## config.mk

```make
export PLATFORM = sky130hd
export DESIGN_NAME = prio_irq_ctrl
export DESIGN_NICKNAME = d
export VERILOG_FILES = /design/src/rtl/irqc_pkg.sv /design/src/rtl/irqc_decode.sv /design/src/rtl/irqc_src_state.sv /design/src/rtl/irqc_arbiter.sv /design/src/rtl/prio_irq_ctrl.sv
export SDC_FILE = /design/constraint.sdc
export NUM_CORES = 1
export LEC_CHECK = 0
export BUFFER_PORTS_ARGS = -buffer_cell sky130_fd_sc_hd__buf_2
export CAP_MARGIN = 30
export CORE_MARGIN = 2
export CORE_UTILIZATION = 55
export DETAILED_ROUTE_END_ITERATION = 16
export PLACE_DENSITY_LB_ADDON = 0.3
export SLEW_MARGIN = 20
export SYNTH_ARGS = -nofsm -noshare
export SYNTH_HDL_FRONTEND = slang
export SYNTH_SLANG_ARGS = --single-unit
export TNS_END_PERCENT = 20
```

## constraint.sdc

```tcl
create_clock -name clk -period 144.7 [get_ports clk]
set_clock_uncertainty 0.05 [all_clocks]
set_input_delay 7.235 -clock clk [delete_from_list [all_inputs] [get_ports clk]]
set_output_delay 7.235 -clock clk [all_outputs]
set_load 0.02 [all_outputs]
```

## src/rtl/irqc_pkg.sv

```systemverilog
package irqc_pkg;
    localparam int WORD_W = 32;
    localparam int PRIO_W = 3;

    typedef enum logic [2:0] {
        REG_NONE,
        REG_PRIO,
        REG_EN,
        REG_PEND,
        REG_THR,
        REG_CLAIM
    } reg_kind_e;
endpackage

```

## src/rtl/irqc_decode.sv

```systemverilog
module irqc_decode
    import irqc_pkg::*;
#(
    parameter int NSRC       = 64,
    parameter int ADDR_W     = 12,
    parameter int PRIO_BASE  = 'h000,
    parameter int EN_BASE    = 'h100,
    parameter int PEND_BASE  = 'h180,
    parameter int THR_ADDR   = 'h1C0,
    parameter int CLAIM_ADDR = 'h1C4,
    localparam int IDX_W     = $clog2(NSRC)
) (
    input  logic [ADDR_W-1:0] addr,
    output reg_kind_e         kind,
    output logic [IDX_W-1:0]  idx
);
    localparam int NWORDS = (NSRC + WORD_W - 1) / WORD_W;

    int unsigned a;

    always_comb begin
        a    = 32'(addr);
        kind = REG_NONE;
        idx  = '0;
        if (a >= PRIO_BASE && a < PRIO_BASE + 4 * (NSRC - 1)) begin
            kind = REG_PRIO;
            idx  = IDX_W'((a - PRIO_BASE) / 4 + 1);
        end else if (a >= EN_BASE && a < EN_BASE + 4 * NWORDS) begin
            kind = REG_EN;
            idx  = IDX_W'((a - EN_BASE) / 4);
        end else if (a >= PEND_BASE && a < PEND_BASE + 4 * NWORDS) begin
            kind = REG_PEND;
            idx  = IDX_W'((a - PEND_BASE) / 4);
        end else if (a == THR_ADDR) begin
            kind = REG_THR;
        end else if (a == CLAIM_ADDR) begin
            kind = REG_CLAIM;
        end
    end
endmodule

```

## src/rtl/irqc_src_state.sv

```systemverilog
module irqc_src_state #(
    parameter int NSRC    = 64,
    localparam int IDX_W  = $clog2(NSRC)
) (
    input  logic             clk,
    input  logic             rst_n,
    input  logic [NSRC-1:0]  src_i,
    input  logic             take_fire,
    input  logic [IDX_W-1:0] take_id,
    input  logic             done_fire,
    input  logic [IDX_W-1:0] done_id,
    output logic [NSRC-1:0]  pend,
    output logic [NSRC-1:0]  claimed
);
    for (genvar i = 0; i < NSRC; i++) begin : g_src
        if (i == 0) begin : g_none
            assign pend[i]    = 1'b0;
            assign claimed[i] = 1'b0;
        end else begin : g_line
            logic p_q;
            logic c_q;
            always_ff @(posedge clk) begin
                if (!rst_n) begin
                    p_q <= 1'b0;
                    c_q <= 1'b0;
                end else if (take_fire && take_id == IDX_W'(i)) begin
                    p_q <= 1'b0;
                    c_q <= 1'b1;
                end else begin
                    if (src_i[i] && !c_q) begin
                        p_q <= 1'b1;
                    end
                    if (done_fire && done_id == IDX_W'(i)) begin
                        c_q <= 1'b0;
                    end
                end
            end
            assign pend[i]    = p_q;
            assign claimed[i] = c_q;
        end
    end
endmodule

```

## src/rtl/irqc_arbiter.sv

```systemverilog
module irqc_arbiter
    import irqc_pkg::*;
#(
    parameter int NSRC    = 64,
    localparam int IDX_W  = $clog2(NSRC)
) (
    input  logic [NSRC-1:0]              pend,
    input  logic [NSRC-1:0]              en,
    input  logic [NSRC-1:0][PRIO_W-1:0]  prio,
    input  logic [PRIO_W-1:0]            thr,
    output logic [IDX_W-1:0]             win_id
);
    logic [PRIO_W-1:0] best;

    always_comb begin
        best   = thr;
        win_id = '0;
        for (int i = 1; i < NSRC; i++) begin
            if (pend[i] && en[i] && prio[i] > best) begin
                best   = prio[i];
                win_id = IDX_W'(i);
            end
        end
    end
endmodule

```

## src/rtl/prio_irq_ctrl.sv

```systemverilog
module prio_irq_ctrl
    import irqc_pkg::*;
#(
    parameter int NSRC       = 64,
    parameter int ADDR_W     = 12,
    parameter int PRIO_BASE  = 'h000,
    parameter int EN_BASE    = 'h100,
    parameter int PEND_BASE  = 'h180,
    parameter int THR_ADDR   = 'h1C0,
    parameter int CLAIM_ADDR = 'h1C4
) (
    input  logic              clk,
    input  logic              rst_n,
    input  logic [NSRC-1:0]   src_i,
    input  logic              bus_en,
    input  logic              bus_we,
    input  logic [ADDR_W-1:0] bus_addr,
    input  logic [31:0]       bus_wdata,
    output logic [31:0]       bus_rdata,
    output logic              irq_o
);
    localparam int IDX_W = $clog2(NSRC);

    reg_kind_e                    kind;
    logic [IDX_W-1:0]             idx;
    logic [IDX_W-1:0]             sel_id;
    logic [NSRC-1:0]              pend;
    logic [NSRC-1:0]              claimed;
    logic [NSRC-1:0]              en_q;
    logic [NSRC-1:0][PRIO_W-1:0]  prio_q;
    logic [PRIO_W-1:0]            thr_q;
    logic [31:0]                  rdata_q;
    logic [WORD_W-1:0]            en_word;
    logic [WORD_W-1:0]            pend_word;
    logic                         rd_acc;
    logic                         wr_acc;
    logic                         take_fire;
    logic                         done_fire;

    irqc_decode #(
        .NSRC(NSRC), .ADDR_W(ADDR_W), .PRIO_BASE(PRIO_BASE), .EN_BASE(EN_BASE),
        .PEND_BASE(PEND_BASE), .THR_ADDR(THR_ADDR), .CLAIM_ADDR(CLAIM_ADDR)
    ) u_dec (
        .addr(bus_addr),
        .kind(kind),
        .idx (idx)
    );

    assign rd_acc    = bus_en && !bus_we;
    assign wr_acc    = bus_en && bus_we;
    assign take_fire = rd_acc && kind == REG_CLAIM && sel_id != '0;
    assign done_fire = wr_acc && kind == REG_CLAIM && bus_wdata < 32'(NSRC);

    irqc_src_state #(.NSRC(NSRC)) u_state (
        .clk      (clk),
        .rst_n    (rst_n),
        .src_i    (src_i),
        .take_fire(take_fire),
        .take_id  (sel_id),
        .done_fire(done_fire),
        .done_id  (bus_wdata[IDX_W-1:0]),
        .pend     (pend),
        .claimed  (claimed)
    );

    irqc_arbiter #(.NSRC(NSRC)) u_arb (
        .pend  (pend),
        .en    (en_q),
        .prio  (prio_q),
        .thr   (thr_q),
        .win_id(sel_id)
    );

    always_ff @(posedge clk) begin
        if (!rst_n) begin
            en_q   <= '0;
            prio_q <= '0;
            thr_q  <= '0;
        end else if (wr_acc) begin
            case (kind)
                REG_PRIO: prio_q[idx] <= bus_wdata[PRIO_W-1:0];
                REG_THR:  thr_q       <= bus_wdata[PRIO_W-1:0];
                REG_EN: begin
                    for (int i = 1; i < NSRC; i++) begin
                        if (i / WORD_W == int'(idx)) begin
                            en_q[i] <= bus_wdata[i % WORD_W];
                        end
                    end
                end
                default: ;
            endcase
        end
    end

    always_comb begin
        en_word   = '0;
        pend_word = '0;
        for (int i = 0; i < NSRC; i++) begin
            if (i / WORD_W == int'(idx)) begin
                en_word[i % WORD_W]   = en_q[i];
                pend_word[i % WORD_W] = pend[i];
            end
        end
    end

    always_ff @(posedge clk) begin
        if (!rst_n) begin
            rdata_q <= '0;
        end else if (rd_acc) begin
            case (kind)
                REG_PRIO:  rdata_q <= 32'(prio_q[idx]);
                REG_EN:    rdata_q <= 32'(en_word);
                REG_PEND:  rdata_q <= 32'(pend_word);
                REG_THR:   rdata_q <= 32'(thr_q);
                REG_CLAIM: rdata_q <= 32'(sel_id);
                default:   rdata_q <= '0;
            endcase
        end
    end

    assign bus_rdata = rdata_q;
    assign irq_o     = sel_id != '0;
endmodule

```

Yosys cells after proc, flatten, opt, wreduce, memory -nomap -nowiden
Index checks and enable logic that the tools add are counted.
{"block": "classes", "muxes": 391, "n_reduce_logical": 520, "n_bitwise": 1, "eq_ne": 134, "add_sub_neg": 3, "magnitude_cmp": 71}
{"op": "equality test 6 bit (second input constant)", "count": 64}
{"op": "logical AND 1 bit", "count": 324}
{"op": "two-way mux 1 bit", "count": 253}
{"op": "two-way mux 3 bit", "count": 73}
{"op": "two-way mux 6 bit", "count": 35}
{"op": "bitwise mux 192 bit", "count": 1}
{"op": "equality test 6 x 5 -> 1 bit (second input constant)", "count": 32}
{"op": "greater-than comparator 3 bit", "count": 63}
{"op": "case mux 32 bit (5 select lines)", "count": 1}
{"op": "nonzero test 2 bit", "count": 63}
{"op": "OR reduction 2 bit", "count": 63}
{"op": "equality test 6 x 4 -> 1 bit (second input constant)", "count": 16}
{"op": "two-way mux 5 bit", "count": 16}
{"op": "zero test 1 bit", "count": 64}
{"op": "equality test 6 x 3 -> 1 bit (second input constant)", "count": 8}
{"op": "less-than comparator 32 x 7 -> 1 bit (second input constant)", "count": 1}
{"op": "two-way mux 4 bit", "count": 8}
{"op": "equality test 12 x 9 -> 1 bit (second input constant)", "count": 2}
{"op": "equality test 6 x 2 -> 1 bit (second input constant)", "count": 4}
{"op": "greater-or-equal comparator 12 x 9 -> 1 bit (second input constant)", "count": 2}
{"op": "less-than comparator 12 x 9 -> 1 bit (second input constant)", "count": 2}
{"op": "binary-select mux 3 bit (select 6 bit)", "count": 1}
{"op": "demux 3 bit (select 6 bit)", "count": 1}
{"op": "equality test 6 x 1 -> 1 bit (second input constant)", "count": 2}
{"op": "other kinds (16)", "count": 21}
{"block": "totals", "ff_bits": 416, "in_bits": 112}

Depth between registers and ports, before layout
{"block": "depth", "ltp_word": 193, "depth_mapped": 430}

Cells and area by module
A second synthesis with hierarchy kept.
{"block": "unflattened", "cells_unflattened": 4074, "hier_area_um2": 30225.2}
{"module": "prio_irq_ctrl", "seq_area_each_um2": 5805.6, "cells_per_inst": 1720, "area_each_um2": 14073.5, "n_inst": 1}
{"module": "irqc_arbiter", "seq_area_each_um2": 0.0, "cells_per_inst": 1594, "area_each_um2": 9656.8, "n_inst": 1}
{"module": "irqc_src_state", "seq_area_each_um2": 2522.4, "cells_per_inst": 725, "area_each_um2": 6261.0, "n_inst": 1}
{"module": "irqc_decode", "seq_area_each_um2": 0.0, "cells_per_inst": 35, "area_each_um2": 234.0, "n_inst": 1}

Worst setup path before layout
OpenSTA, ideal clock, no wires.
{"block": "synth_path", "kind": "flip-flop to output port", "from": "register thr_q[1]", "to": "output irq_o", "required_ns": 137.415, "t_arrival_ns": 78.406, "path_slack_ns": 59.009, "n_path_buf": 4, "stages_incl_launch_ff": 413, "cell_sequence": "dfxtp_1 > inv_1 > ha_1 > nor2b_2 > o311a_1 > nand2_1 > nand2_1 > o21ai_0 > ha_1 > nor2_1 > o211ai_1 > a21oi_1 > mux2_2 > ha_1 > o41ai_1 > a31oi_1 > nor3_1 > mux2_2 > [... 377 more ...] > nor2_1 > a31o_2 > ha_1 > nor2b_1 > o21a_1 > o2111ai_1 > mux2_2 > ha_1 > nor2b_1 > o21a_1 > o2111ai_1 > and2_1 > and2_1 > clkbuf_1 > nand4_1 > buf_2 > nor3_1 > nand2_1"}
{"block": "synth_between", "elab_chain_cells": 190, "word_cells_on_any_way": 252, "cone_classes": "63 x order compare; 125 x mux; 64 x reduce/logical"}
{"element": "start, declared", "line": "prio_irq_ctrl.sv:31", "source": "logic [PRIO_W-1:0] thr_q;"}
{"element": "start signal, assigned", "line": "prio_irq_ctrl.sv:82", "source": "REG_THR: thr_q <= bus_wdata[PRIO_W-1:0];"}
{"element": "greater-than comparator 3 bit", "line": "irqc_arbiter.sv:19", "source": "if (pend[i] && en[i] && prio[i] > best) begin"}
{"element": "logical AND 1 bit", "line": "irqc_arbiter.sv:19"}
{"element": "two-way mux 3 bit", "line": "irqc_arbiter.sv:19"}
{"element": "greater-than comparator 3 bit", "line": "irqc_arbiter.sv:19"}
{"element": "logical AND 1 bit", "line": "irqc_arbiter.sv:19"}
{"element": "two-way mux 3 bit", "line": "irqc_arbiter.sv:19"}
{"element": "greater-than comparator 3 bit", "line": "irqc_arbiter.sv:19"}
{"element": "logical AND 1 bit", "line": "irqc_arbiter.sv:19"}
{"element": "[... 174 more ...]"}
{"element": "two-way mux 3 bit", "line": "irqc_arbiter.sv:19"}
{"element": "greater-than comparator 3 bit", "line": "irqc_arbiter.sv:19"}
{"element": "logical AND 1 bit", "line": "irqc_arbiter.sv:19"}
{"element": "two-way mux 3 bit", "line": "irqc_arbiter.sv:19"}
{"element": "greater-than comparator 3 bit", "line": "irqc_arbiter.sv:19"}
{"element": "logical AND 1 bit", "line": "irqc_arbiter.sv:19"}
{"element": "two-way mux 6 bit *", "line": "irqc_arbiter.sv:19"}
{"element": "nonzero test 6 bit *", "line": "prio_irq_ctrl.sv:122", "source": "assign irq_o = sel_id != '0;"}
{"element": "end, declared", "line": "prio_irq_ctrl.sv:20", "source": "output logic irq_o"}
Every way passes the cells marked *; elsewhere a longest branch is shown, timed or not.

Final worst setup path
{"block": "layout_path", "from": "register thr_q[2]", "to": "output irq_o"}
The elaborated chain is that of the path after synthesis.

==> impl.org <==
** Run status
- The run finished with clean final reports.

** Clock network
- Clock tree synthesis inserted a total of 46 buffers.
- Once the clock tree was built, the setup fixing pass inserted 0 buffers.
- TritonCTS built the clock tree.
- Number of clock sinks :: roughly 420
- After clock tree synthesis, the flow added hold-fix buffers numbering 0.
- Clock Tree Root :: clkbuf_16
- The number of gates resized after CTS was 0.
- After clock tree synthesis, the clock-pin slew on the worst setup and hold paths is 0.06 ns.
- The clock reaches the later pin of the worst-skew pair after 0.63 ns.
- Maximum level of the CTS H-tree :: 2
- The clock passes through at most 3 buffers.

** Worst setup path
- STA puts the critical path data arrival time at about 90 ns.
- Count of cells along the worst register-to-register path :: 405
- For the worst setup path, the data required time is 137.42 ns.
- Maximum fanout count along the critical path :: 15
- Critical path start-end classification :: reg -> out
- The largest individual stage delay along the critical path comes from the cell a2111oi_0.
- Reg2reg setup slack :: 52.60 ns
- The worst setup path is captured at an output port.
- The cell that appears most often on the critical path is nor2_1.
- In this run the critical register-to-register path is launched from thr_q[2].
- In this run the worst setup path begins at thr_q[2].
- The largest single stage delay on the critical path is 0.78 ns.
- Reg2reg end :: u_state.g_src[32].g_line.p_q
- STA classifies the critical path startpoint as a flop.

** Timing
- Tcrit/Tclk final :: 68.9%
- The smallest clock period supported by the final layout is computed as ~100 ns.
- Number of slew-limit violations in the final report :: 0
- Adding up every negative setup slack in the final design gives 0 ns.
- Worst path setup slack after routing :: 45.07 ns
- Timing would allow up to ~0.010 GHz.
- For the pin with the worst max-slew slack, the measured transition is 0.995 ns.
- Setup repair after global routing missed its margin :: no
- Setup violations remaining at the end of the flow were counted as 0.
- Across all hold checks on the routed design, the worst slack comes to 0.404 ns.
- Hold Vio Cnt, Final :: 0
- Headroom to the max-slew limit came out at 33.1%.

** Synth
- Summed instance area of the synthesized netlist :: 27500 sq um
- Async S/R FF share, synth :: 0%
- By area, the combinational part of the netlist is dominated by compound AO/OA/AOI/OAI gates.
- Synthesis produced 3876 cells.
- Post-Synthesis Mean Instance Area :: about 7.1 sq um
- Number of nets in the synthesized netlist :: 4060
- Top_reg_cell synth :: dfxtp_1
- Of the total synthesized cell area, the portion taken by full adders, half adders and majority gates is 3.86%.
- Summing the areas of all xor and xnor instances in the mapped netlist gives 0.127% of the synthesized area.
- Number of flops mapped to enable cells by yosys :: 0
- Share of the synthesized area in compound gates (AO/OA/AOI/OAI) :: 31.2%
- Multiplexer cells account for 2.68% of the synthesized area.
- Summing the areas of all and, or, nand and nor instances in the mapped netlist gives 26.9% of the synthesized area.
- The number of different library cells used by synthesis comes to 108.
- After synthesis, flip-flops and latches occupy 30.3% of the total area.
- For this run, the number of Yosys warnings is 0.
- In this run, synthesis produced a sequential element count of 416.

** GRT
- Overall global routing resource usage :: 40.7%
- The first global-routing pass estimated 162 mm of wire.
- Sum of overflow across all layers after global routing :: 0
- The via count of the first global-routing pass came to 27800.
- Entering global routing, the biggest net connects ~120 pins.
- The initial antenna violation count is 6.

** Pwr
- Share of power burned in combinational logic :: 5.0%
- In this run the power spent charging and discharging nets is 66.6 uW.
- Maximum VDD drop :: roughly 0.0089 mV
- Total power for the finished layout comes to 256 uW.
- The internal portion of the total power is 189 uW.
- Clk pwr share :: 48.3%
- Leakage Power :: 11.0 nW
- Net switching is 26.1% of the power.
- Registers are responsible for between 40% and 50% of the overall power.
- Power spread over the standard cell area amounts to 8.43 nW/um^2.

** Min path
- Counting instances, the worst hold path has a depth of 2.
- In this run the most critical hold path is launched from prio_q[189].
- Tightest Hold Check Type :: reg -> reg
- The path with the worst hold slack has its endpoint at prio_q[189].

** Placement
- Worst slack at placement :: 47.41 ns
- Post-DP HPWL :: between 70 and 80 mm
- Number of buffers added on ports :: roughly 140
- RD Place Congestion :: slightly above 1
- After detailed placement, the design holds a cell count of 4510.

** Run
- Across the run, the number of max-cap violations was 0.

** Finish
- Signed area change from the synthesized netlist to the final layout :: 10.3%
- Summing all multi-input logic gate instances after layout gives roughly 18000 sq um.
- In the final design database the tool counted 4081 nets.
- The library cell used most frequently in the layout, excluding fill and tap cells, is nand2_1.
- Register area :: 8330 sq um
- Share of layout cells above drive strength 1 :: under 10%
- Layout filler cell count :: around 4600
- Number of cells in the finished layout apart from fillers :: 4594
- The top cell types in the final layout, fill and taps aside, are nand2_1 (632), dfxtp_1 (416), a21oi_1 (391), nor2_1 (322), o21ai_0 (287).

** Routing
- Summing over every cut layer, the via total after detailed routing is 30600.
- In the routed design, unresolved DRC markers number 0.
- The final layout contains routed wiring with a total length of 107 mm.
- Antenna Nets Post-Route :: 0
- Iteration-0 DRC Markers :: 3704
- Routed length per instance :: 23.4 um
- Using the TritonRoute via totals, the vias-per-cell ratio works out to 6.65.
- The first detailed-routing pass took 6 iterations.

** Die
- Measured along the y axis, the die boundary spans 228 um.
- For this design the top-level I/O count stands at 145.
- In this run the standard cell core region covers 49200 sq um.
- The initialized floorplan defines 81 standard-cell rows.
- From left edge to right edge, the die measures between 200 and 250 um.
- For this configuration, the core starts out at a cell density of 56.0%.
- Die Area :: roughly 52000 sq um
## kinds of logic after synthesis
group / after synthesis
adders and majority gates: 88
DFF: 416
and+or+nand+nor: 1601
muxes: 72
AOI/OAI and AO/OA: 1337
xor gates and xnor gates: 4
buffers and inverters: 358
## critical path: cells and delay by family, from the launching register on
kind | cells | cell delay (ns)
buffers and inverters | 12 | 1.29
adders and majority gates | 78 | 21.90
muxes | 16 | 5.80
and+or+nand+nor | 136 | 21.86
AOI/OAI and AO/OA | 164 | 40.24
DFF | 1 | 0.49
## how the worst max path moves through the flow
stage / end / slack, ns / depth (start not counted)
after floorplan: irq_o / 59.01 / 412
after global routing: irq_o / 38.22 / 412
after CTS: irq_o / 46.28 / 409
after global placement: irq_o / 47.89 / 408
after detailed placement: irq_o / 47.41 / 409
final: irq_o / 45.07 / 406
## synthesized netlist by cell type, types with 73 or more instances
| cell | number | area share, % |
|---|---|---|
| a21oi_1 | 393 | 7.2 |
| a22oi_1 | 106 | 2.9 |
| a31oi_1 | 85 | 1.9 |
| clkbuf_1 | 193 | 2.6 |
| dfxtp_1 | 416 | 30 |
| inv_1 | 137 | 1.9 |
| nand2_1 | 634 | 8.7 |
| nand3_1 | 233 | 4.2 |
| nor2_1 | 324 | 4.4 |
| nor2b_1 | 76 | 1.7 |
| o21ai_0 | 287 | 5.2 |
| o22ai_1 | 73 | 1.7 |
## layout make-up
class                      count  share of cell area [%]
multi-input combinational   3102                    59.0
sequential                   416                    27.4
clock buffer                  57                    4.13
timing repair buffer         192                    3.90
tap                          664                    2.74
inverter                     139                    1.74
clock inverter                23                    1.02
antenna                        1                 0.00825
## registers in the layout, indices dropped and copies added (netlist names)
name	count
en_q	63
bus_rdata	32
thr_q	3
u_state.g_src.g_line.p_q	63
prio_q	192
u_state.g_src.g_line.c_q	63
## metal layers
layer	global-route usage (%)	share of wire [%]	wire (um)
met1	51.6	38	40900
met2	61.7	42	45100
met3	10.5	13	14300
met4	25.4	6.6	7140
met5	0	0.026	28
## through the flow
| stage | utilization, % | instance area [sq um] |
|---|---|---|
| 2_1_floorplan | - | 27500 |
| 3_3_place_gp | 58.3 | 28600 |
| 3_5_place_dp | 58.5 | 28700 |
| 4_1_cts | 61.6 | 30300 |
| 5_1_grt | 61.7 | 30300 |
| 6_report | 61.7 | 30300 |
## power by group through the flow
stage	registers, mW	clock network (mW)	logic (mW)
finish	0.119	0.124	0.0129
global route	0.119	0.127	0.0135
CTS	0.119	0.123	0.0123
detailed placement	0.121	0	0.0122
global placement	0.121	0	0.0119
floorplan	0.119	0	0.00692
Note: power is estimated with default switching activity, not from simulation.
